--- config.mk ---
export PLATFORM = sky130hd
export DESIGN_NAME = mouse_pkt_enc
export DESIGN_NICKNAME = d
export VERILOG_FILES = /design/src/rtl/mpe_pkg.sv /design/src/rtl/mpe_sat.sv /design/src/rtl/mpe_packer.sv /design/src/rtl/mpe_fifo.sv /design/src/rtl/mouse_pkt_enc.sv
export SDC_FILE = /design/constraint.sdc
export NUM_CORES = 1
export LEC_CHECK = 0
export BUFFER_PORTS_ARGS = -buffer_cell sky130_fd_sc_hd__clkbuf_2
export CORE_UTILIZATION = 50
export CTS_CLUSTER_SIZE = 28
export DETAILED_ROUTE_END_ITERATION = 8
export GPL_TIMING_DRIVEN = 1
export PLACE_DENSITY = 0.7
export RECOVER_POWER = 25
export SLEW_MARGIN = 20
export SYNTH_ARGS = -nofsm -noshare
export SYNTH_HDL_FRONTEND = slang
export SYNTH_SLANG_ARGS = --single-unit
--- constraint.sdc ---
create_clock -name clk -period 3.3 [get_ports clk]
set_input_delay 0.66 -clock clk [delete_from_list [all_inputs] [get_ports clk]]
set_output_delay 0.66 -clock clk [all_outputs]
set_load 0.02 [all_outputs]
--- src/rtl/mpe_pkg.sv ---
package mpe_pkg;
   localparam int BYTE_W  = 8;
   localparam int PKT_LEN = 5;
   localparam logic [BYTE_W-1:0] HDR_IDLE = 8'h87;
   localparam int SAT_LIM = 127;
   typedef logic [BYTE_W-1:0] pkt_byte_t;
endpackage

--- src/rtl/mpe_sat.sv ---
module mpe_sat
   import mpe_pkg::*;
#(
   parameter int IN_W = 11
) (
   input  logic signed [IN_W-1:0] val_i,
   output pkt_byte_t              byte_o
);
   localparam logic signed [IN_W-1:0] HI = IN_W'(SAT_LIM);
   localparam logic signed [IN_W-1:0] LO = -IN_W'(SAT_LIM);

   if (IN_W < 9) begin : g_bad_width
      $error("mpe_sat: IN_W must be at least 9");
   end

   always_comb begin
      if (val_i > HI)      byte_o = 8'h7F;
      else if (val_i < LO) byte_o = 8'h81;
      else                 byte_o = val_i[BYTE_W-1:0];
   end
endmodule

--- src/rtl/mpe_packer.sv ---
module mpe_packer
   import mpe_pkg::*;
#(
   parameter int DELTA_W = 10
) (
   input  logic               clk,
   input  logic               rst_n,
   input  logic               start_i,
   input  logic [2:0]         btn_i,
   input  logic [DELTA_W-1:0] dx_i,
   input  logic [DELTA_W-1:0] dy_i,
   output logic               push_o,
   output pkt_byte_t          byte_o,
   output logic               busy_o
);
   localparam int EW = DELTA_W + 1;
   localparam int IW = $clog2(PKT_LEN);
   localparam logic [IW-1:0] LAST = IW'(PKT_LEN - 1);

   logic signed [EW-1:0] dx_ext, dy_neg;
   pkt_byte_t hdr_c, x_c, y_c;
   pkt_byte_t hdr_q, x_q, y_q;
   logic [IW-1:0] idx_q;

   assign dx_ext = $signed({dx_i[DELTA_W-1], dx_i});
   assign dy_neg = -$signed({dy_i[DELTA_W-1], dy_i});
   assign hdr_c  = HDR_IDLE ^ {5'b0, btn_i};

   mpe_sat #(.IN_W(EW)) u_sat_x (.val_i(dx_ext), .byte_o(x_c));
   mpe_sat #(.IN_W(EW)) u_sat_y (.val_i(dy_neg), .byte_o(y_c));

   always_ff @(posedge clk or negedge rst_n) begin
      if (!rst_n) begin
         hdr_q  <= '0;
         x_q    <= '0;
         y_q    <= '0;
         idx_q  <= '0;
         busy_o <= 1'b0;
      end else if (start_i && !busy_o) begin
         hdr_q  <= hdr_c;
         x_q    <= x_c;
         y_q    <= y_c;
         idx_q  <= '0;
         busy_o <= 1'b1;
      end else if (busy_o) begin
         idx_q <= idx_q + 1'b1;
         if (idx_q == LAST) busy_o <= 1'b0;
      end
   end

   always_comb begin
      unique case (idx_q)
         IW'(0):  byte_o = hdr_q;
         IW'(1):  byte_o = x_q;
         IW'(2):  byte_o = y_q;
         default: byte_o = '0;
      endcase
   end
   assign push_o = busy_o;

   // an accepted event starts at byte 0 on the next clock
   p_start_seq_r2: assert property (@(posedge clk) disable iff (!rst_n)
      (start_i && !busy_o) |=> (busy_o && idx_q == '0));
   // the packet ends after the fifth byte
   p_pkt_len_r2: assert property (@(posedge clk) disable iff (!rst_n)
      (busy_o && idx_q == LAST) |=> !busy_o);
   // the top never starts a packet while one is in flight
   p_no_overlap_r6: assert property (@(posedge clk) disable iff (!rst_n)
      start_i |-> !busy_o);
endmodule

--- src/rtl/mpe_fifo.sv ---
module mpe_fifo
   import mpe_pkg::*;
#(
   parameter int DEPTH = 16
) (
   input  logic                       clk,
   input  logic                       rst_n,
   input  logic                       push_i,
   input  pkt_byte_t                  din_i,
   input  logic                       pop_i,
   output pkt_byte_t                  dout_o,
   output logic [$clog2(DEPTH+1)-1:0] count_o
);
   localparam int PW = (DEPTH > 1) ? $clog2(DEPTH) : 1;
   localparam int CW = $clog2(DEPTH + 1);
   localparam bit POW2 = (DEPTH == (1 << PW));

   pkt_byte_t mem [DEPTH];
   logic [PW-1:0] rptr_q, wptr_q, rptr_inc, wptr_inc;
   logic full, empty, do_push, do_pop;

   assign full    = (count_o == CW'(DEPTH));
   assign empty   = (count_o == '0);
   assign do_push = push_i && !full;
   assign do_pop  = pop_i && !empty;

   if (POW2) begin : g_wrap_pow2
      assign rptr_inc = rptr_q + 1'b1;
      assign wptr_inc = wptr_q + 1'b1;
   end else begin : g_wrap_cmp
      assign rptr_inc = (rptr_q == PW'(DEPTH - 1)) ? '0 : rptr_q + 1'b1;
      assign wptr_inc = (wptr_q == PW'(DEPTH - 1)) ? '0 : wptr_q + 1'b1;
   end

   always_ff @(posedge clk) begin
      if (do_push) mem[wptr_q] <= din_i;
   end

   always_ff @(posedge clk or negedge rst_n) begin
      if (!rst_n) begin
         rptr_q  <= '0;
         wptr_q  <= '0;
         count_o <= '0;
         dout_o  <= '0;
      end else begin
         if (do_push) wptr_q <= wptr_inc;
         if (do_pop)  rptr_q <= rptr_inc;
         if (pop_i)   dout_o <= empty ? '0 : mem[rptr_q];
         if (do_push && !do_pop)      count_o <= count_o + 1'b1;
         else if (do_pop && !do_push) count_o <= count_o - 1'b1;
      end
   end

   // occupancy never passes the depth
   p_no_overflow_r6: assert property (@(posedge clk) disable iff (!rst_n)
      count_o <= CW'(DEPTH));
   // a push into a full queue is dropped
   p_full_drop_r6: assert property (@(posedge clk) disable iff (!rst_n)
      (push_i && full && !pop_i) |=> $stable(count_o));
   // an empty pop returns zero and keeps the read pointer
   p_empty_pop_r7: assert property (@(posedge clk) disable iff (!rst_n)
      (pop_i && empty && !push_i) |=> (rptr_q == $past(rptr_q) && dout_o == '0));
   // pointers wrap from the last entry to zero
   p_rd_wrap_r8: assert property (@(posedge clk) disable iff (!rst_n)
      (do_pop && rptr_q == PW'(DEPTH - 1)) |=> rptr_q == '0);
   p_wr_wrap_r8: assert property (@(posedge clk) disable iff (!rst_n)
      (do_push && wptr_q == PW'(DEPTH - 1)) |=> wptr_q == '0);
endmodule

--- src/rtl/mouse_pkt_enc.sv ---
module mouse_pkt_enc
   import mpe_pkg::*;
#(
   parameter int DELTA_W = 10,
   parameter int DEPTH   = 16
) (
   input  logic               clk,
   input  logic               rst_n,
   input  logic               evt_valid,
   input  logic [DELTA_W-1:0] evt_dx,
   input  logic [DELTA_W-1:0] evt_dy,
   input  logic               btn_left,
   input  logic               btn_mid,
   input  logic               btn_right,
   output logic               evt_ready,
   output logic               busy,
   input  logic               rd_en,
   output logic [7:0]         rd_data,
   output logic               data_avail
);
   localparam int CW = $clog2(DEPTH + 1);

   if (DEPTH < PKT_LEN) begin : g_bad_depth
      $error("mouse_pkt_enc: DEPTH must hold one whole packet");
   end
   if (DELTA_W < 8) begin : g_bad_delta
      $error("mouse_pkt_enc: DELTA_W must be at least 8");
   end

   logic [CW-1:0] count;
   logic [CW-1:0] free_ent;
   logic start, push;
   pkt_byte_t push_byte;

   assign free_ent   = CW'(DEPTH) - count;
   assign evt_ready  = !busy && (free_ent >= CW'(PKT_LEN));
   assign start      = evt_valid && evt_ready;
   assign data_avail = (count != '0);

   mpe_packer #(.DELTA_W(DELTA_W)) u_pack (
      .clk    (clk),
      .rst_n  (rst_n),
      .start_i(start),
      .btn_i  ({btn_left, btn_mid, btn_right}),
      .dx_i   (evt_dx),
      .dy_i   (evt_dy),
      .push_o (push),
      .byte_o (push_byte),
      .busy_o (busy)
   );

   mpe_fifo #(.DEPTH(DEPTH)) u_fifo (
      .clk    (clk),
      .rst_n  (rst_n),
      .push_i (push),
      .din_i  (push_byte),
      .pop_i  (rd_en),
      .dout_o (rd_data),
      .count_o(count)
   );

   // an accepted event always finds room for the whole packet
   p_room_r6: assert property (@(posedge clk) disable iff (!rst_n)
      start |-> (count <= CW'(DEPTH - PKT_LEN)));
   // a pop that leaves bytes behind keeps data_avail high
   p_avail_r9: assert property (@(posedge clk) disable iff (!rst_n)
      (rd_en && count > CW'(1)) |=> data_avail);
endmodule

==> out/metrics.cfg <==
[run_status]
status=complete, but fails checks
violations=max-capacitance violations, max-slew violations

[cts]
cts_tree=done
root_buffer=clkbuf_16
cts_made_buffers=17
cts_sinks=173
insertion_delay_ns=0.42
h-tree-depth=4
cts_setup_buffers=0
clk_pin_slew_worst_paths_ns=0.06
cts_hold_buffers=0
cts_resized=0
clk_path_buf_depth=2

[timing]
fmax_mhz=341
holdWs_ns=0.426
min_period_ns=2.94
fin_setup_tns_ns=0
fin_crit_sh_pct=89.0
slew_violations=36
slew_headroom_pct=-29.7
setup_ws_ns=0.365
finalHoldViolCount=0
setup_viol=0
fin_worst_skew_ns=0.0144
rsz0062_at_grt=false
worst_pin_slew_ns=1.95

[final_layout]
diodes=0
area_delta_synth_final_pct=13.2
finalNonFillerCells=734
final_cell_mix=edfxtp_1, nand2_1, dfrtp_1, mux4_2, nor2_1
nets=584
finalInstanceArea_sq_um=8520
drive_gt1_share_pct=20.5
final_util_pct=58.4
final_common_cell=edfxtp_1
fillers=1091

[routing]
drt_iter0_markers=347
drc_errors=0
post_drt_wl_per_cell_um=18.5
viasPerCell=5.67
routed-via-count=4161
drt_wl_total_um=13600
drtPass1Iterations=5
ant_nets=0

[synth]
synthFlopType=edfxtp_1
synth_area_sq_um=7530
avgSynthCellArea_sq_um=15.2
synth_seq_cells=173
ys_warn_count=0
seq_area_frac_synth_pct=66.0
synth_edf_count=128
synth_cell_type_count=44
syn_nets=541
synth-async-reset-ratio_pct=26.0
netlist_instances=494

[floorplanning]
die_area_sq_um=15500
io-pin-count=38
placeableCoreArea_sq_um=14600
die_height_um=125
start_util_pct=51.6
rows=44
die_w_um=125

[worst_setup_path]
critical_path_class=reg -> out
start_kind=flip-flop
path_max_fanout=8
end_kind=output pin
reg2reg_slack_ns=0.38
worstPathRequired_ns=2.64
crit_arrival_ns=2.28

[placement]
dpl_cell_area_sq_um=7940
gp_congestion=0.836
numPortBuffers=37
dpl.cell_count=702
dp_hpwl_um=9360
place_ws_ns=0.398

[min_path]
min_path_type=in -> reg

[power_and_ir_drop]
leakage_nw=3.15
ir_drop_uv=454
finalPower_mw=8.22
power.density_nw_per_um2=966

[global_routing]
grt_pass1_wl_um=22100
grt_max_degree=36
grt_usage_pct=18.9
antenna_found_initial=0
grt_pass1_vias=4099
grt_overflow=0

[run]
cap_violations=1

-- area by class of cell --
type | count | area, sq um | area share (%)
flip-flops and latches | 173 | 4970 | 58.4
multi-input cells | 271 | 2340 | 27.5
clock buffers | 27 | 547 | 6.42
repair buffers | 52 | 287 | 3.36
well taps | 184 | 230 | 2.70
inverters | 22 | 82.6 | 0.970
clock inverters | 5 | 53.8 | 0.632
-- worst max-delay path, cell delays in order (launching register included) --
cell	delay [ns]
dfrtp_1	0.48
inv_1	0.10
ha_1	0.17
nor3b_1	0.29
ha_1	0.31
o221ai_1	0.15
nor2b_1	0.18
clkbuf_2	0.17
-- per-layer routing --
metal / global-route usage (%) / up-vias / part of all wire [%]
met5: 0 / - / 0
met3: 3.61 / 13 / 3.1
met1: 24.5 / 2126 / 44
met2: 31.4 / 85 / 52
met4: 7.44 / 0 / 1.7
li1: - / 1937 / -
-- logic make-up (layout without fill, tap and decap cells) --
group	Yosys count	in the layout	synth area share (%)
AO/OA/AOI/OAI	60	60	5.47
buffers and inverters	50	106	2.81
XOR/XNOR	18	18	2.09
AND/OR/NAND/NOR	132	132	8.05
multiplexers	41	41	12.1
flip-flops	173	173	66.0
adder cells (fa/ha/maj)	20	20	3.42
-- path summary, 6_finish.rpt --
path / cells past startpoint / start / end
max in group asynchronous: 2 / rst_n / u_pack.y_q[6]
setup reg to reg: 14 / u_fifo.count_o[0] / u_fifo.count_o[4]
hold / removal: 2 / btn_mid / u_pack.hdr_q[1]
setup / recovery: 7 / u_fifo.count_o[0] / evt_ready
hold reg to reg: 1 / u_pack.hdr_q[7] / u_pack.hdr_q[7]
min in group asynchronous: 1 / rst_n / u_fifo.dout_o[4]
-- power by group --
part	switching (mW)	internal [mW]	leakage [nW]	total (mW)
Sequential	0.400	3.23	1.71	3.63
Combinational	1.47	1.14	1.14	2.62
Clock	0.763	1.21	0.297	1.98
-- Yosys cell counts, types with 2 or more instances --
cell       count  area share (%)
a22o_1         5            0.58
o2111ai_1      2            0.23
buf_2          7            0.47
a21o_1         3            0.30
nor3_1        10            0.67
buf_1          3            0.15
o21ai_0       18             1.2
nor3b_1        2            0.20
a22oi_1        4            0.40
o211ai_1       2            0.20
nand3_1        3            0.20
a21oi_1        8            0.53
nor2b_1        7            0.58
and3b_1        2            0.23
edfxtp_1     128              51
o31a_1         2            0.23
mux4_2        40              12
dfrtp_1       45              15
clkbuf_1      16            0.80
nor2_1        36             1.8
nand4_1        3            0.25
nor4_1         4            0.33
ha_1          19             3.2
xor2_1         6            0.70
o31ai_1       10             1.0
buf_6          2            0.30
xnor2_1       12             1.4
nand2_1       56             2.8
inv_1         22             1.1
nand2b_1       3            0.25
-- state kept, by name, summed over array words and instances, names as in the netlist --
signal          cells
u_fifo.dout_o       8
u_fifo.rptr_q       4
u_fifo.count_o      5
u_pack.busy_o       1
u_fifo.mem        128
u_fifo.wptr_q       4
u_pack.y_q          8
u_pack.x_q          8
u_pack.idx_q        3
u_pack.hdr_q        4
Power figures use the tool's default switching activity.
